[src/rtl/sdirq_pkg.sv]
package sdirq_pkg;

  localparam int REG_W  = 32;
  localparam int ADDR_W = 12;

  localparam logic [ADDR_W-1:0] OFS_STAT1 = 12'h038;
  localparam logic [ADDR_W-1:0] OFS_STAT2 = 12'h03C;
  localparam logic [ADDR_W-1:0] OFS_MASK1 = 12'h040;
  localparam logic [ADDR_W-1:0] OFS_MASK2 = 12'h044;

  // status word 1 bit positions
  localparam int B1_RESP   = 0;
  localparam int B1_DATA   = 2;
  localparam int B1_REMOVE = 3;
  localparam int B1_INSERT = 4;
  localparam int B1_CD     = 5;

  // status word 2 bit positions
  localparam int B2_IDX    = 0;
  localparam int B2_CRC    = 1;
  localparam int B2_ENDB   = 2;
  localparam int B2_TO     = 3;
  localparam int B2_ILW    = 4;
  localparam int B2_ILR    = 5;
  localparam int B2_RTO    = 6;
  localparam int B2_DAT0   = 7;
  localparam int B2_RDBUF  = 8;
  localparam int B2_WRBUF  = 9;
  localparam int B2_BUSY   = 14;
  localparam int B2_ILA    = 15;

  localparam logic [REG_W-1:0] STICKY1 =
      (REG_W'(1) << B1_RESP) | (REG_W'(1) << B1_DATA) |
      (REG_W'(1) << B1_REMOVE) | (REG_W'(1) << B1_INSERT);
  localparam logic [REG_W-1:0] LIVE1 = REG_W'(1) << B1_CD;

  localparam logic [REG_W-1:0] STICKY2 =
      (REG_W'(1) << B2_IDX) | (REG_W'(1) << B2_CRC) | (REG_W'(1) << B2_ENDB) |
      (REG_W'(1) << B2_TO) | (REG_W'(1) << B2_ILW) | (REG_W'(1) << B2_ILR) |
      (REG_W'(1) << B2_RTO) | (REG_W'(1) << B2_RDBUF) |
      (REG_W'(1) << B2_WRBUF) | (REG_W'(1) << B2_ILA);
  localparam logic [REG_W-1:0] LIVE2 =
      (REG_W'(1) << B2_DAT0) | (REG_W'(1) << B2_BUSY);

  // number of edge-detected event inputs
  localparam int N_EVT = 12;

  typedef enum logic [2:0] {
    SEL_NONE,
    SEL_ST1,
    SEL_ST2,
    SEL_MK1,
    SEL_MK2
  } reg_sel_e;

  function automatic reg_sel_e decode_addr(input logic [ADDR_W-1:0] a);
    case (a)
      OFS_STAT1: decode_addr = SEL_ST1;
      OFS_STAT2: decode_addr = SEL_ST2;
      OFS_MASK1: decode_addr = SEL_MK1;
      OFS_MASK2: decode_addr = SEL_MK2;
      default:   decode_addr = SEL_NONE;
    endcase
  endfunction

endpackage

[src/rtl/sdirq_level_sync.sv]
module sdirq_level_sync #(
  parameter int WIDTH  = 2,
  parameter int STAGES = 2
) (
  input  logic             clk,
  input  logic             rst_n,
  input  logic [WIDTH-1:0] async_i,
  output logic [WIDTH-1:0] sync_o
);

  generate
    if (STAGES == 0) begin : g_bypass
      assign sync_o = async_i;
    end else begin : g_chain
      logic [WIDTH-1:0] stage_q [STAGES];

      always_ff @(posedge clk or negedge rst_n) begin
        if (!rst_n) begin
          for (int s = 0; s < STAGES; s++) stage_q[s] <= '0;
        end else begin
          stage_q[0] <= async_i;
          for (int s = 1; s < STAGES; s++) stage_q[s] <= stage_q[s-1];
        end
      end

      assign sync_o = stage_q[STAGES-1];
    end
  endgenerate

endmodule

[src/rtl/sdirq_edge_det.sv]
module sdirq_edge_det #(
  parameter int WIDTH = 1
) (
  input  logic             clk,
  input  logic             rst_n,
  input  logic [WIDTH-1:0] level_i,
  output logic [WIDTH-1:0] rise_o,
  output logic [WIDTH-1:0] fall_o
);

  logic [WIDTH-1:0] prev_q;

  always_ff @(posedge clk or negedge rst_n) begin
    if (!rst_n) prev_q <= '0;
    else        prev_q <= level_i;
  end

  assign rise_o = level_i & ~prev_q;
  assign fall_o = ~level_i & prev_q;

  // a held level must not produce a second set pulse
  AST_ONE_SHOT: assert property (@(posedge clk) disable iff (!rst_n)
    $past(rst_n) |-> ((rise_o & $past(rise_o)) == '0));

endmodule

[src/rtl/sdirq_flag_bank.sv]
module sdirq_flag_bank #(
  parameter int               WIDTH    = 32,
  parameter logic [WIDTH-1:0] STICKY   = '0,
  parameter logic [WIDTH-1:0] LIVE     = '0,
  parameter logic [WIDTH-1:0] MASK_RST = '1
) (
  input  logic             clk,
  input  logic             rst_n,
  input  logic [WIDTH-1:0] set_i,
  input  logic             stat_wr_i,
  input  logic             mask_wr_i,
  input  logic [WIDTH-1:0] wdata_i,
  input  logic [WIDTH-1:0] live_i,
  output logic [WIDTH-1:0] stat_o,
  output logic [WIDTH-1:0] mask_o,
  output logic             irq_o
);

  localparam logic [WIDTH-1:0] KEEP_ALL = '1;

  logic [WIDTH-1:0] flags_q, flags_d;
  logic [WIDTH-1:0] mask_q;
  logic [WIDTH-1:0] keep_vec;

  always_comb begin
    keep_vec = stat_wr_i ? wdata_i : KEEP_ALL;
    flags_d  = ((flags_q & keep_vec) | set_i) & STICKY;
  end

  always_ff @(posedge clk or negedge rst_n) begin
    if (!rst_n) flags_q <= '0;
    else        flags_q <= flags_d;
  end

  always_ff @(posedge clk or negedge rst_n) begin
    if (!rst_n)         mask_q <= MASK_RST;
    else if (mask_wr_i) mask_q <= wdata_i;
  end

  assign stat_o = flags_q | (live_i & LIVE);
  assign mask_o = mask_q;
  assign irq_o  = |(flags_q & ~mask_q);

  AST_SET_WINS: assert property (@(posedge clk) disable iff (!rst_n)
    ((set_i & STICKY) != '0) |=> ((flags_q & $past(set_i & STICKY)) == $past(set_i & STICKY)));

  AST_ZERO_CLEARS: assert property (@(posedge clk) disable iff (!rst_n)
    (stat_wr_i && wdata_i == '0 && set_i == '0) |=> (flags_q == '0));

  AST_HOLD_IDLE: assert property (@(posedge clk) disable iff (!rst_n)
    (!stat_wr_i && set_i == '0) |=> $stable(flags_q));

endmodule

[src/rtl/sdirq_status_regs.sv]
module sdirq_status_regs
  import sdirq_pkg::*;
#(
  parameter int SYNC_STAGES = 2
) (
  input  logic              clk,
  input  logic              rst_n,
  input  logic              reg_wr_i,
  input  logic [ADDR_W-1:0] reg_addr_i,
  input  logic [REG_W-1:0]  reg_wdata_i,
  output logic [REG_W-1:0]  reg_rdata_o,
  input  logic              resp_done_i,
  input  logic              data_done_i,
  input  logic              err_cmd_idx_i,
  input  logic              err_crc_i,
  input  logic              err_end_bit_i,
  input  logic              err_timeout_i,
  input  logic              err_ill_wr_i,
  input  logic              err_ill_rd_i,
  input  logic              err_resp_to_i,
  input  logic              rd_buf_fill_i,
  input  logic              wr_buf_empty_i,
  input  logic              err_ill_acc_i,
  input  logic              card_det_i,
  input  logic              dat0_i,
  input  logic              cmd_busy_i,
  output logic              irq_o
);

  reg_sel_e sel;
  assign sel = decode_addr(reg_addr_i);

  // event edge detection
  logic [N_EVT-1:0] ev_raw, ev_rise, ev_fall_unused;
  assign ev_raw = {err_ill_acc_i, wr_buf_empty_i, rd_buf_fill_i, err_resp_to_i,
                   err_ill_rd_i, err_ill_wr_i, err_timeout_i, err_end_bit_i,
                   err_crc_i, err_cmd_idx_i, data_done_i, resp_done_i};

  sdirq_edge_det #(.WIDTH(N_EVT)) u_evt_edge (
    .clk     (clk),
    .rst_n   (rst_n),
    .level_i (ev_raw),
    .rise_o  (ev_rise),
    .fall_o  (ev_fall_unused)
  );

  // pin synchronizer: bit 0 card detect, bit 1 DAT0
  logic [1:0] pin_s;
  sdirq_level_sync #(.WIDTH(2), .STAGES(SYNC_STAGES)) u_pin_sync (
    .clk     (clk),
    .rst_n   (rst_n),
    .async_i ({dat0_i, card_det_i}),
    .sync_o  (pin_s)
  );

  logic cd_rise, cd_fall;
  sdirq_edge_det #(.WIDTH(1)) u_cd_edge (
    .clk     (clk),
    .rst_n   (rst_n),
    .level_i (pin_s[0]),
    .rise_o  (cd_rise),
    .fall_o  (cd_fall)
  );

  // set and live vectors per word
  logic [REG_W-1:0] set1, set2, live1, live2;
  always_comb begin
    set1 = '0;
    set1[B1_RESP]   = ev_rise[0];
    set1[B1_DATA]   = ev_rise[1];
    set1[B1_REMOVE] = cd_fall;
    set1[B1_INSERT] = cd_rise;

    set2 = '0;
    set2[B2_IDX]   = ev_rise[2];
    set2[B2_CRC]   = ev_rise[3];
    set2[B2_ENDB]  = ev_rise[4];
    set2[B2_TO]    = ev_rise[5];
    set2[B2_ILW]   = ev_rise[6];
    set2[B2_ILR]   = ev_rise[7];
    set2[B2_RTO]   = ev_rise[8];
    set2[B2_RDBUF] = ev_rise[9];
    set2[B2_WRBUF] = ev_rise[10];
    set2[B2_ILA]   = ev_rise[11];

    live1 = '0;
    live1[B1_CD] = pin_s[0];
    live2 = '0;
    live2[B2_DAT0] = pin_s[1];
    live2[B2_BUSY] = cmd_busy_i;
  end

  logic [REG_W-1:0] stat1, stat2, mask1, mask2;
  logic             irq1, irq2;

  sdirq_flag_bank #(
    .WIDTH(REG_W), .STICKY(STICKY1), .LIVE(LIVE1), .MASK_RST('1)
  ) u_bank1 (
    .clk       (clk),
    .rst_n     (rst_n),
    .set_i     (set1),
    .stat_wr_i (reg_wr_i && sel == SEL_ST1),
    .mask_wr_i (reg_wr_i && sel == SEL_MK1),
    .wdata_i   (reg_wdata_i),
    .live_i    (live1),
    .stat_o    (stat1),
    .mask_o    (mask1),
    .irq_o     (irq1)
  );

  sdirq_flag_bank #(
    .WIDTH(REG_W), .STICKY(STICKY2), .LIVE(LIVE2), .MASK_RST('1)
  ) u_bank2 (
    .clk       (clk),
    .rst_n     (rst_n),
    .set_i     (set2),
    .stat_wr_i (reg_wr_i && sel == SEL_ST2),
    .mask_wr_i (reg_wr_i && sel == SEL_MK2),
    .wdata_i   (reg_wdata_i),
    .live_i    (live2),
    .stat_o    (stat2),
    .mask_o    (mask2),
    .irq_o     (irq2)
  );

  always_comb begin
    case (sel)
      SEL_ST1: reg_rdata_o = stat1;
      SEL_ST2: reg_rdata_o = stat2;
      SEL_MK1: reg_rdata_o = mask1;
      SEL_MK2: reg_rdata_o = mask2;
      default: reg_rdata_o = '0;
    endcase
  end

  assign irq_o = irq1 | irq2;

  AST_MASKED_QUIET: assert property (@(posedge clk) disable iff (!rst_n)
    (mask1 == '1 && mask2 == '1) |-> !irq_o);

  AST_LIVE_NO_IRQ: assert property (@(posedge clk) disable iff (!rst_n)
    (((stat1 & STICKY1) == '0) && ((stat2 & STICKY2) == '0)) |-> !irq_o);

  AST_BUSY_VISIBLE: assert property (@(posedge clk) disable iff (!rst_n)
    (sel == SEL_ST2) |-> (reg_rdata_o[B2_BUSY] == cmd_busy_i));

endmodule

[config.mk]
export PLATFORM = sky130hd
export DESIGN_NAME = sdirq_status_regs
export DESIGN_NICKNAME = d
export VERILOG_FILES = /design/src/rtl/sdirq_pkg.sv /design/src/rtl/sdirq_level_sync.sv /design/src/rtl/sdirq_edge_det.sv /design/src/rtl/sdirq_flag_bank.sv /design/src/rtl/sdirq_status_regs.sv
export SDC_FILE = /design/constraint.sdc
export NUM_CORES = 1
export LEC_CHECK = 0
export BUFFER_PORTS_ARGS = -buffer_cell sky130_fd_sc_hd__buf_2
export CELL_PAD_IN_SITES_DETAIL_PLACEMENT = 0
export CELL_PAD_IN_SITES_GLOBAL_PLACEMENT = 1
export CORE_ASPECT_RATIO = 0.6
export CORE_MARGIN = 2
export CORE_UTILIZATION = 49
export CTS_BUF_LIST = sky130_fd_sc_hd__clkbuf_2
export CTS_CLUSTER_SIZE = 10
export DETAILED_ROUTE_END_ITERATION = 6
export HOLD_SLACK_MARGIN = 0.06
export PLACE_DENSITY_LB_ADDON = 0.1
export SYNTH_ARGS = -nofsm -noshare
export SYNTH_HDL_FRONTEND = slang
export SYNTH_SLANG_ARGS = --single-unit
[constraint.sdc]
create_clock -name clk -period 4.98 [get_ports clk]
set_input_delay 0.996 -clock clk [delete_from_list [all_inputs] [get_ports clk]]
set_output_delay 0.996 -clock clk [all_outputs]
set_load 0.03 [all_outputs]
==> impl_metrics.yaml <==
detailed_routing:
  drt-pass1-iter-count: 5
  ant_nets: 0
  avgRoutedWirePerCell_um: 18.0
  via_count: 2898
  drtIter0Drc: 134
  via_per_inst: 5.28
  drc: 0
  drt-total-wl_um: 9880
timing:
  worst_pin_slew_ps: 800
  tns_ps: 0
  fin_skew_ps: 12.9
  maxSlewViolCount: 0
  rsz0062_at_grt: "no"
  max_slew_margin_pct: 46.5
  final-setup-viol-count: 0
  hold_violations: 0
  max_freq_mhz: 242
  finalCritPeriodShare_pct: 82.9
  period_needed_ps: 4130
global_routing:
  grt_pass1_vias: 2953
  grt_antenna_before_repair: 0
  grt_max_degree: 65
  grt_overflow: 0
  grt.total_usage_pct: 20.8
  grt_pass1_wl_um: 15800
logic_synthesis:
  ys_seq_elements: 95
  ys_warn_count: 0
  syn_nets: 390
  synthCells: 328
  syn-cell-area_sq_um: 4530
  synth.distinct_cells: 27
  yosysSeqAreaShare_pct: 54.2
  syn_area_per_cell_sq_um: 13.8
place:
  place_area_sq_um: 5110
  io_buffers: 94
  place_inst: 533
  dp_hpwl_um: 6840
  gp_congestion: 0.830
run_status:
  outcome: "finished clean"
clock_tree:
  cts_root_buf: "clkbuf_2"
  postCtsResizedCells: 0
  clk_path_buf_depth: 2
  numClockSinks: 95
  htreeDepth: 3
  clk_latency_ps: 560
  numCtsBuffers: 9
  cts_setup_buffers: 0
  postCtsHoldBufs: 0
  clkTransAtPathRegs_ps: 250
  cts_tree: "yes"
critical_path:
  r2r_slack_ps: 4190
  r2r_cells: 1
  cpPeakStageDelay_ps: 740
  crit_chain: "buf_2 -> nor2_1 -> nand4_1 -> buf_4 -> o21ai_0 -> buf_2"
  crit_slowest_cell: "nand4_1"
  crit_type: "input port to output port"
  worst_path_most_repeated_cell: "buf_2"
  rr_endpoint: "u_bank2.mask_o[2]"
  crit_family: "simple AND/OR/NAND/NOR gates"
  crit_required_ps: 3980
  critPathMaxFanout: 18
  cp_num_buf_inv: 3
  r2r-start: "u_bank2.mask_o[2]"
  worstSetupStartpointType: "input port"
  critical_path_depth: 6
  arrival_ps: 3130
  startpoint: "reg_addr_i[10]"
  cp-end-kind: "output port"
  crit_end: "reg_rdata_o[4]"
floorplanning:
  fp.dieW_um: 128
  initial_core_util_pct: 49.9
  die_area_sq_um: 10100
  core-area_sq_um: 9090
  fp.dieH_um: 78.5
  num_rows: 27
  io_pins: 95
final_layout:
  areaGrowthSynthToFinish_pct: 15.6
  drive_gt1_share_pct: 58.0
  layout.nets: 490
  diodes: 0
  final_cells: 549
  final_area_sq_um: 5240
worst_hold_path:
  holdCritPathClass: "flip-flop to flip-flop"
flow_run:
  maxCapViolCount: 0
power_and_ir_drop:
  leakagePower_uw: 0.00260
  p_per_area_nw_per_um2: 246
  ir_drop_mv: 0.128
[final cells by class]
class	instances	area (sq um)
clock buffer	11	55.1
clock inverter	5	72.6
fill	781	3850
inverter	28	105
multi-input combinational	192	1870
sequential	95	2460
tap	116	145
timing repair buffer	102	533
[registers in the layout, summed over array words and instances (netlist names)]
name                        cells
u_cd_edge.prev_q                1
u_pin_sync.sync_o               2
u_bank1.flags_q                 4
u_pin_sync.g_chain.stage_q      2
u_bank1.mask_o                 32
u_evt_edge.prev_q              12
u_bank2.mask_o                 32
u_bank2.flags_q                10
[layer usage]
layer,share of wire [%],global-route usage [%],wire length [um]
met4,0.62,4.95,61
met5,0,0,0
met3,6.3,6.68,626
met2,42,28.5,4100
met1,51,31.7,5090
[cells in the final DEF (no fill, tap or decap), drive strengths merged, types with 3 or more instances in the layout]
| master | instances |
|---|---|
| dfstp | 64 |
| o21ai | 33 |
| inv | 28 |
| mux2 | 64 |
| o2bb2ai | 7 |
| nor2 | 23 |
| clkinv | 3 |
| buf | 102 |
| mux2i | 37 |
| or4 | 5 |
| dfrtp | 31 |
| o22ai | 5 |
| nand4 | 5 |
| clkbuf | 11 |
[power breakdown]
part | leakage (uW) | switching (uW) | total [uW] | internal, uW
clock | 0.0000810 | 251 | 417 | 166
combinational | 0.00154 | 47.1 | 79.5 | 32.4
sequential | 0.000980 | 3.41 | 790 | 787
[cell usage after synthesis]
cell type | count | share of area, %
and4b_1 | 1 | 0.22
nand4_1 | 3 | 0.41
o2bb2ai_1 | 7 | 1.4
o21ai_0 | 33 | 3.6
mux2i_1 | 37 | 8.2
nand4b_1 | 1 | 0.19
nor4b_4 | 1 | 0.52
nor2_1 | 23 | 1.9
or4_1 | 5 | 0.83
buf_2 | 4 | 0.44
clkbuf_1 | 3 | 0.25
dfrtp_1 | 31 | 17
mux2_4 | 60 | 20
nand2_1 | 1 | 0.083
mux2_2 | 4 | 0.99
and4bb_2 | 1 | 0.28
nand3_1 | 2 | 0.22
nand4_2 | 2 | 0.55
o22ai_1 | 5 | 0.69
buf_6 | 6 | 1.5
nor4b_2 | 1 | 0.33
nor3_4 | 1 | 0.36
dfstp_2 | 64 | 37
a221oi_1 | 2 | 0.39
nor3_1 | 1 | 0.11
inv_1 | 28 | 2.3
or2_2 | 1 | 0.14
[through the flow]
stage | hold WS, ps | power (uW) | worst slack (ps) | utilization (%)
global route | 399 | 1340 | 731 | 57.6
CTS | 386 | 1300 | 851 | 57.6
finish | 384 | 1290 | 851 | 57.6
detailed placement | 337 | 881 | 833 | 56.2
global placement | 332 | 880 | 994 | 56.2
floorplan | 331 | 825 | 1520 | -
[cell families after synthesis]
family	count (synthesis)	synth area share (%)
muxes	101	29.0
DFF	95	54.2
AOI/OAI and AO/OA	47	6.07
and+or+nand+nor	44	6.16
buffers and inverters	41	4.50
[worst min-delay path by stage]
stage                                        from                    to  slack [ps]  cells past startpoint
floorplan           u_pin_sync.g_chain.stage_q[2]  u_pin_sync.sync_o[0]         330                      0
global placement    u_pin_sync.g_chain.stage_q[3]  u_pin_sync.sync_o[1]         330                      0
detailed placement  u_pin_sync.g_chain.stage_q[3]  u_pin_sync.sync_o[1]         340                      0
CTS                 u_pin_sync.g_chain.stage_q[2]  u_pin_sync.sync_o[0]         390                      0
global route        u_pin_sync.g_chain.stage_q[3]  u_pin_sync.sync_o[1]         400                      0
finish              u_pin_sync.g_chain.stage_q[3]  u_pin_sync.sync_o[1]         380                      0
No activity file was read; power rests on OpenSTA's default activity.
